**src/rtl/sfi_pkg.sv**
```systemverilog
package sfi_pkg;
  localparam int ADDR_W = 6;
  localparam int THR_W  = 4;

  localparam logic [ADDR_W-1:0] A_STAT = 6'h14;
  localparam logic [ADDR_W-1:0] A_IEN  = 6'h18;
  localparam logic [ADDR_W-1:0] A_IST  = 6'h1C;
  localparam logic [ADDR_W-1:0] A_FCTL = 6'h20;
  localparam logic [ADDR_W-1:0] A_DATA = 6'h24;

  // bit positions that software decodes
  localparam int B_OVR    = 0;
  localparam int B_RXDONE = 3;
  localparam int B_TXDONE = 4;
  localparam int B_THRLVL = 9;
  localparam int B_RXFL   = 4;
  localparam int B_TXFL   = 12;
  localparam int B_RXTHR  = 0;
  localparam int B_TXTHR  = 8;

  // strobes from control to datapath
  typedef struct packed {
    logic txPush;
    logic rxPop;
    logic txFlush;
    logic rxFlush;
  } fifoCmd_t;
endpackage

```
**src/rtl/sfi_fifo.sv**
```systemverilog
module sfi_fifo #(
  parameter int WIDTH = 32,
  parameter int DEPTH = 8,
  localparam int PTR_W = $clog2(DEPTH),
  localparam int CNT_W = $clog2(DEPTH + 1)
) (
  input  logic             clk,
  input  logic             rstN,
  input  logic             flush,
  input  logic             push,
  input  logic [WIDTH-1:0] pushData,
  input  logic             pop,
  output logic [WIDTH-1:0] headData,
  output logic [CNT_W-1:0] level,
  output logic             pushOk,
  output logic             popOk,
  output logic             pushDrop
);
  logic [WIDTH-1:0] mem [DEPTH];
  logic [PTR_W-1:0] wrPtr, rdPtr;
  logic full, empty;

  assign full     = (level == CNT_W'(DEPTH));
  assign empty    = (level == '0);
  assign pushOk   = push && !flush && !full;
  assign pushDrop = push && !flush && full;
  assign popOk    = pop && !flush && !empty;
  assign headData = mem[rdPtr];

  function automatic logic [PTR_W-1:0] nextPtr(input logic [PTR_W-1:0] p);
    return (p == PTR_W'(DEPTH - 1)) ? '0 : p + PTR_W'(1);
  endfunction

  always_ff @(posedge clk) begin
    if (pushOk) mem[wrPtr] <= pushData;
  end

  always_ff @(posedge clk or negedge rstN) begin
    if (!rstN) begin
      wrPtr <= '0;
      rdPtr <= '0;
      level <= '0;
    end else if (flush) begin
      wrPtr <= '0;
      rdPtr <= '0;
      level <= '0;
    end else begin
      if (pushOk) wrPtr <= nextPtr(wrPtr);
      if (popOk)  rdPtr <= nextPtr(rdPtr);
      case ({pushOk, popOk})
        2'b10:   level <= level + CNT_W'(1);
        2'b01:   level <= level - CNT_W'(1);
        default: level <= level;
      endcase
    end
  end
endmodule

```
**src/rtl/sfi_datapath.sv**
```systemverilog
module sfi_datapath
  import sfi_pkg::*;
#(
  parameter int DATA_W = 32,
  parameter int DEPTH  = 8,
  localparam int CNT_W = $clog2(DEPTH + 1)
) (
  input  logic              clk,
  input  logic              rstN,
  input  fifoCmd_t          fifoCmd,
  input  logic [DATA_W-1:0] wrData,
  input  logic              txTake,
  input  logic              rxPut,
  input  logic [DATA_W-1:0] rxWord,
  output logic              txAvail,
  output logic [DATA_W-1:0] txHead,
  output logic [DATA_W-1:0] rxHead,
  output logic [CNT_W-1:0]  txLevel,
  output logic [CNT_W-1:0]  rxLevel,
  output logic              rxPushOk,
  output logic              rxDrop,
  output logic              txPopOk
);
  logic txPushOk, txDrop, rxPopOk;

  sfi_fifo #(.WIDTH(DATA_W), .DEPTH(DEPTH)) u_txFifo (
    .clk(clk), .rstN(rstN), .flush(fifoCmd.txFlush),
    .push(fifoCmd.txPush), .pushData(wrData), .pop(txTake),
    .headData(txHead), .level(txLevel),
    .pushOk(txPushOk), .popOk(txPopOk), .pushDrop(txDrop)
  );

  sfi_fifo #(.WIDTH(DATA_W), .DEPTH(DEPTH)) u_rxFifo (
    .clk(clk), .rstN(rstN), .flush(fifoCmd.rxFlush),
    .push(rxPut), .pushData(rxWord), .pop(fifoCmd.rxPop),
    .headData(rxHead), .level(rxLevel),
    .pushOk(rxPushOk), .popOk(rxPopOk), .pushDrop(rxDrop)
  );

  assign txAvail = (txLevel != '0);

  // accepted transmit pushes, dropped transmit pushes and receive pops
  // leave no sticky trace; only the level counters record them
  logic unusedEv;
  assign unusedEv = txPushOk ^ txDrop ^ rxPopOk;
endmodule

```
**src/rtl/sfi_control.sv**
```systemverilog
module sfi_control
  import sfi_pkg::*;
#(
  parameter int DATA_W = 32,
  parameter int DEPTH  = 8,
  localparam int CNT_W = $clog2(DEPTH + 1),
  localparam int CMP_W = ((CNT_W > THR_W) ? CNT_W : THR_W) + 1
) (
  input  logic              clk,
  input  logic              rstN,
  input  logic              wrEn,
  input  logic              rdEn,
  input  logic [ADDR_W-1:0] addr,
  input  logic [DATA_W-1:0] wrData,
  output logic [DATA_W-1:0] rdData,
  input  logic [DATA_W-1:0] rxHead,
  input  logic [CNT_W-1:0]  txLevel,
  input  logic [CNT_W-1:0]  rxLevel,
  input  logic              rxPushOk,
  input  logic              rxDrop,
  input  logic              txPopOk,
  output fifoCmd_t          fifoCmd,
  output logic [2:0]        intStatus,
  output logic [2:0]        intEnable
);
  // intStatus / intEnable index: 2 = tx complete, 1 = rx complete, 0 = overrun
  logic [THR_W-1:0] txThr, rxThr;
  logic [2:0] setVec, clrVec;
  logic wrFctl, wrIen, wrIst, thrFlag;
  logic [CMP_W-1:0] rxLvlW, rxThrW, txLvlW, txThrW;

  assign wrFctl = wrEn && (addr == A_FCTL);
  assign wrIen  = wrEn && (addr == A_IEN);
  assign wrIst  = wrEn && (addr == A_IST);

  assign fifoCmd.txPush  = wrEn && (addr == A_DATA);
  assign fifoCmd.rxPop   = rdEn && (addr == A_DATA);
  assign fifoCmd.txFlush = wrFctl && wrData[B_TXFL];
  assign fifoCmd.rxFlush = wrFctl && wrData[B_RXFL];

  assign rxLvlW = CMP_W'(rxLevel);
  assign rxThrW = CMP_W'(rxThr);
  assign txLvlW = CMP_W'(txLevel);
  assign txThrW = CMP_W'(txThr);

  assign thrFlag = (rxThr != '0) && (rxLvlW >= rxThrW);

  assign setVec[0] = rxDrop;
  assign setVec[1] = rxPushOk && (rxThr != '0) && ((rxLvlW + CMP_W'(1)) >= rxThrW);
  assign setVec[2] = txPopOk && ((txLvlW - CMP_W'(1)) <= txThrW);

  assign clrVec = wrIst ? {wrData[B_TXDONE], wrData[B_RXDONE], wrData[B_OVR]} : 3'b000;

  always_ff @(posedge clk or negedge rstN) begin
    if (!rstN) begin
      txThr     <= '0;
      rxThr     <= '0;
      intEnable <= '0;
      intStatus <= '0;
    end else begin
      if (wrFctl) begin
        txThr <= wrData[B_TXTHR +: THR_W];
        rxThr <= wrData[B_RXTHR +: THR_W];
      end
      if (wrIen) intEnable <= {wrData[B_TXDONE], wrData[B_RXDONE], wrData[B_OVR]};
      intStatus <= (intStatus & ~clrVec) | setVec;
    end
  end

  always_comb begin
    rdData = '0;
    if (rdEn) begin
      unique case (addr)
        A_STAT: rdData[0] = (rxLevel != '0);
        A_IEN: begin
          rdData[B_TXDONE] = intEnable[2];
          rdData[B_RXDONE] = intEnable[1];
          rdData[B_OVR]    = intEnable[0];
        end
        A_IST: begin
          rdData[B_THRLVL] = thrFlag;
          rdData[B_TXDONE] = intStatus[2];
          rdData[B_RXDONE] = intStatus[1];
          rdData[B_OVR]    = intStatus[0];
        end
        A_FCTL: begin
          rdData[B_TXTHR +: THR_W] = txThr;
          rdData[B_RXTHR +: THR_W] = rxThr;
        end
        A_DATA: rdData = (rxLevel != '0) ? rxHead : '0;
        default: rdData = '0;
      endcase
    end
  end
endmodule

```
**src/rtl/ser_fifo_irq.sv**
```systemverilog
module ser_fifo_irq
  import sfi_pkg::*;
#(
  parameter int DATA_W = 32,
  parameter int DEPTH  = 8
) (
  input  logic              clk,
  input  logic              rstN,
  input  logic              wrEn,
  input  logic              rdEn,
  input  logic [ADDR_W-1:0] addr,
  input  logic [DATA_W-1:0] wrData,
  output logic [DATA_W-1:0] rdData,
  output logic              txAvail,
  output logic [DATA_W-1:0] txHead,
  input  logic              txTake,
  input  logic              rxPut,
  input  logic [DATA_W-1:0] rxWord,
  output logic              irq
);
  localparam int CNT_W = $clog2(DEPTH + 1);

  fifoCmd_t fifoCmd;
  logic [DATA_W-1:0] rxHead;
  logic [CNT_W-1:0] txLevel, rxLevel;
  logic rxPushOk, rxDrop, txPopOk;
  logic [2:0] intStatus, intEnable;

  sfi_control #(.DATA_W(DATA_W), .DEPTH(DEPTH)) u_ctrl (
    .clk(clk), .rstN(rstN), .wrEn(wrEn), .rdEn(rdEn), .addr(addr),
    .wrData(wrData), .rdData(rdData), .rxHead(rxHead),
    .txLevel(txLevel), .rxLevel(rxLevel), .rxPushOk(rxPushOk),
    .rxDrop(rxDrop), .txPopOk(txPopOk), .fifoCmd(fifoCmd),
    .intStatus(intStatus), .intEnable(intEnable)
  );

  sfi_datapath #(.DATA_W(DATA_W), .DEPTH(DEPTH)) u_dp (
    .clk(clk), .rstN(rstN), .fifoCmd(fifoCmd), .wrData(wrData),
    .txTake(txTake), .rxPut(rxPut), .rxWord(rxWord),
    .txAvail(txAvail), .txHead(txHead), .rxHead(rxHead),
    .txLevel(txLevel), .rxLevel(rxLevel), .rxPushOk(rxPushOk),
    .rxDrop(rxDrop), .txPopOk(txPopOk)
  );

  assign irq = |(intStatus & intEnable);
endmodule

```
**config.mk**
```make
export PLATFORM = sky130hd
export DESIGN_NAME = ser_fifo_irq
export DESIGN_NICKNAME = d
export VERILOG_FILES = /design/src/rtl/sfi_pkg.sv /design/src/rtl/sfi_fifo.sv /design/src/rtl/sfi_datapath.sv /design/src/rtl/sfi_control.sv /design/src/rtl/ser_fifo_irq.sv
export SDC_FILE = /design/constraint.sdc
export NUM_CORES = 1
export LEC_CHECK = 0
export ABC_CLOCK_PERIOD_IN_PS = 6500
export BUFFER_PORTS_ARGS = -buffer_cell sky130_fd_sc_hd__clkbuf_2
export CORE_MARGIN = 2
export CORE_UTILIZATION = 53
export DETAILED_ROUTE_END_ITERATION = 10
export GPL_ROUTABILITY_DRIVEN = 0
export HOLD_SLACK_MARGIN = 0.05
export PLACE_DENSITY = 0.72
export SYNTH_ARGS = -nofsm -noshare
export SYNTH_HDL_FRONTEND = slang
export SYNTH_HIERARCHICAL = 1
export SYNTH_SLANG_ARGS = --single-unit
export TNS_END_PERCENT = 100
```
**constraint.sdc**
```tcl
create_clock -name clk -period 6.5 [get_ports clk]
set_input_delay 0.975 -clock clk [delete_from_list [all_inputs] [get_ports clk]]
set_output_delay 0.975 -clock clk [all_outputs]
set_load 0.05 [all_outputs]
```
* After elaboration in Yosys (flattened, before gate mapping) *
Memory sizes are Yosys's and may differ from the RTL's.
Index checks and enable logic that the tools add are counted.

storage, ports and cells
  bits in registers = 34
  bits in latches = 0
  RAM bits = 512
  memory bits (read-only) = 0
  output and inout bits = 66
  memories = 2

operators by class
  add/sub/neg operators = 10
  multiply operators = 0
  divide/modulo/power cells = 0
  $lt $le $gt $ge = 3
  eq/ne operators = 15
  shift operators = 0
  multiplexer cells = 32
  bitwise logic cells = 4
  reduce and logical (&&, ||, !) cells = 38

memories
  name               words  width  rd ports  clocked after memory_dff  wr ports  RTL line        source
  u_dp.u_rxFifo.mem  8      32     1         0                         1         sfi_fifo.sv:19  logic [WIDTH-1:0] mem [DEPTH];
  u_dp.u_txFifo.mem  8      32     1         0                         1         sfi_fifo.sv:19

operators with widths
  kind                                                                    count
  32-bit 2-to-1 mux                                                       2
  3-bit 2-to-1 mux                                                        14
  1-bit logical AND                                                       20
  20-bit 2-to-1 mux                                                       1
  6-bit by 5-bit equality test with 1-bit output (second input constant)  3
  4-bit case mux with 2 select lines                                      2
  3-bit by 1-bit adder with 3-bit output (second input constant)          4
  3-bit equality test (second input constant)                             4
  6-bit equality test (second input constant)                             2
  4-bit nonzero test                                                      3
  4-bit by 1-bit adder with 4-bit output (second input constant)          2
  4-bit equality test (second input constant)                             2
  4-bit logical NOT                                                       2
  4-bit 2-to-1 mux                                                        2
  2-bit case mux with 2 select lines                                      2
  2-bit nonzero test                                                      4
  4-bit by 1-bit subtractor with 4-bit output (second input constant)     2
  3-bit AND                                                               2
  1-bit logical NOT                                                       6
  1-bit case mux with 3 select lines                                      2
  3-bit nonzero test                                                      2
  4-bit by 1-bit adder with 5-bit output (second input constant)          1
  5-bit by 4-bit greater-or-equal comparator with 1-bit output            1
  5-bit by 4-bit <= comparator with 1-bit output                          1
  11 further kinds                                                        16

* Longest topological paths before layout *
  depth in word-level cells = 9
  depth in mapped cells = 12
  depth with buffers taken out = 12

* By module *
The synthesis kept the hierarchy.

by module, submodules not included
  module                    instances  cells an instance  area each (sq um)
  sfi_fifo (u_dp.u_rxFifo)  1          457                10353.7
  sfi_fifo (u_dp.u_txFifo)  1          454                10337.4
  sfi_control               1          155                1430.1
  ser_fifo_irq              1          2                  13.8
  sfi_datapath              1          1                  7.5

* Worst setup path after synthesis *
Ideal clock, no wire load.

  path type = input to register
  start point = input port addr[1]
  end point = memory u_dp.u_txFifo.mem[0][0], enable pin
  data arrival time = 4.931 ns
  setup slack = 1.068 ns
  cell stages on the path = 5
  path buffers = 0
  cell sequence = nor3_2 -> and3b_4 -> and3_2 -> nand3_2 -> nor4_1

RTL lines
  item             RTL line            source
  start, declared  ser_fifo_irq.sv:11  input logic [ADDR_W-1:0] addr,
  end, declared    sfi_fifo.sv:19

* Worst setup path in the final report *
  start point = register u_dp.u_rxFifo.rdPtr[0]
  end point = output port rdData[25]

between the ends
  longest elaborated chain between the ends = 4

RTL lines
  item                    RTL line            source
  start, declared         sfi_fifo.sv:20      logic [PTR_W-1:0] wrPtr, rdPtr;
  start signal, assigned  sfi_fifo.sv:49      if (popOk) rdPtr <= nextPtr(rdPtr);
  memory 8 x 32 bit       -
  net rxHead[25]          ser_fifo_irq.sv:24  logic [DATA_W-1:0] rxHead;
  32-bit 2-to-1 mux       sfi_control.sv:90   A_DATA: rdData = (rxLevel != '0) ? rxHead : '0;
  20-bit 2-to-1 mux       sfi_control.sv:73   unique case (addr)
  32-bit 2-to-1 mux       sfi_control.sv:72   if (rdEn) begin
  end, declared           ser_fifo_irq.sv:13  output logic [DATA_W-1:0] rdData,

The timed path passes the listed nets, and every way through them passes these cells.

==> impl_metrics.tcl <==
set metrics [dict create \
    status "finished clean" \
    wl_met1_um 18600 \
    leakage_nw 8.66 \
    layout-drive-gt1-share_pct 38.7 \
    routed_wl_um 43800 \
    most-common-layout-cells "512 x edfxtp_1, 141 x clkbuf_2, 128 x mux4_2" \
    cp-start-kind "register" \
    maxCapViolCount 0 \
    multi_input_area_um2 5690 \
    period_share_pct 68.4 \
    cp_top_family "flip-flops" \
    setup_violations 0 \
    antenna_found_initial 2 \
    pin_count 142 \
    detail_route.vias_per_cell 6.05 \
    cts_hold_buf 0 \
    final_util_pct 62.1 \
    fin_nets 1341 \
    tightest_slew_ps 1170 \
    cp_num_buf_inv 2 \
    drc 0 \
    synth_fp_nets 1171 \
    insertion_delay_ps 590 \
    met3_length_um 2950 \
    htree_levels 2 \
    die_y_um 208 \
    area_growth_pct 15.1 \
    post-place-ws_ps 2380 \
    setup_tns_ps 0 \
    hold_path_class "in2async" \
    cpMaxStageDelayCell "dfrtp_4" \
    dieWidth_um 208 \
    syn_avg_cell_area_um2 20.7 \
    power.density_nw_per_um2 402 \
    end_kind "primary output" \
    grt_max_degree 45 \
    fin_crit_ps 4450 \
    yosysWarnings 6 \
    fp-row-count 74 \
    max_slew_margin_pct 22.0 \
    max-clock-path-buffers 3 \
    wl_per_cell_um 24.1 \
    clock-sinks 546 \
    hpwl_um 25300 \
    clk_pin_slew_worst_paths_ps 60 \
    num-fill-cells 2792 \
    dr.pass1.iters 8 \
    synth_cells 1068 \
    finalClockSkew_ps 19.6 \
    grt_use_total_pct 20.4 \
    slowest_delay_ps 960 \
    cts_resized 0 \
    cts_root_buffer "clkbuf_16" \
    synthesis.area_um2 22100 \
    maxSlewViolCount 0 \
    start_util_pct 54.0 \
    cts_tree "done" \
    regArea_um2 16200 \
    grt_pass1_vias 11217 \
    worstPathArrival_ps 3470 \
    drt_iter0_drc 889 \
    wl_met2_um 21300 \
    path_cells "buf_4, mux4_2, mux2_2, and3_1, clkbuf_2" \
    layout_commonest_cell "edfxtp_1" \
    routed.top_layer "met5" \
    worst-endpoint-required_ps 5520 \
    peakVddDrop_mv 0.262 \
    grt_setup_unrepaired "false" \
    crit_fanout 40 \
    die-area_um2 43400 \
    cts_buffers 53 \
    core_um2 41000 \
    grt_remaining_overflow 0 \
    grt_pass1_wl_um 66700 \
    critPathKind "reg2out" \
    post_cts.repair.setup_buffers 0 \
    hold_violations 0 \
    ant_nets 0 \
    io_buffers 141 \
    diodes 0 \
    setup_ws_ps 2050 \
    vias 10976 \
    fmax_mhz 225 \
]
==> per-stage QoR <==
stage                     power (mW)  area [um2]  std cells  hold slack [ps]
final                           10.3       25500       1815              519
after detailed placement        7.03       23500       1715              510
after global placement          6.98       23500       1715              502
after floorplan                 6.40       22100       1068              472
after global routing            10.7       25500       1815              552
after CTS                       10.4       25500       1815              527
==> metal layers <==
metal,track usage [%],up-vias
met5,1.11,-
met4,5.38,6
met3,4.12,61
met2,32.6,376
met1,28.9,5754
li1,-,4779
==> state kept, by name, summed over array words and instances (netlist names) <==
signal / count
u_dp/u_rxFifo/wrPtr: 3
u_ctrl/txThr: 4
u_dp/u_rxFifo/mem: 256
u_ctrl/rxThr: 4
u_dp/u_rxFifo/rdPtr: 3
u_ctrl/intStatus: 3
u_dp/u_txFifo/wrPtr: 3
u_dp/u_txFifo/mem: 256
u_dp/u_rxFifo/level: 4
u_ctrl/intEnable: 3
u_dp/u_txFifo/level: 4
u_dp/u_txFifo/rdPtr: 3
==> worst paths after layout <==
| kind | depth (start not counted) | end | startpoint | slack, ps |
|---|---|---|---|---|
| worst max-delay path | 5 | rdData[25] | u_dp/u_rxFifo/rdPtr[0] | 2050 |
| worst min-delay path | 1 | u_dp/u_txFifo/level[2] | rstN | 520 |
| worst max register to register | 5 | u_dp/u_rxFifo/mem[3][9] | u_dp/u_rxFifo/level[1] | 3430 |
| worst min register to register | 1 | u_ctrl/txThr[1] | u_ctrl/txThr[1] | 530 |
| max in group asynchronous | 1 | u_dp/u_rxFifo/rdPtr[0] | rstN | 5270 |
| min in group clk | 1 | u_ctrl/txThr[1] | u_ctrl/txThr[1] | 530 |
==> layout make-up <==
| type | count | share of cell area (%) |
|---|---|---|
| clock inverters | 32 | 1.67 |
| well taps | 532 | 2.61 |
| multi-input cells | 451 | 22.3 |
| inverters | 24 | 0.354 |
| clock buffers | 68 | 5.91 |
| repair buffers | 162 | 3.39 |
| flip-flops and latches | 546 | 63.7 |
==> where the power goes <==
part | switching, mW | internal, mW
combinational | 1.41 | 1.06
sequential | 0.338 | 4.13
clock | 1.28 | 2.04
total | 3.03 | 7.22
Power figures use the tool's default switching activity.
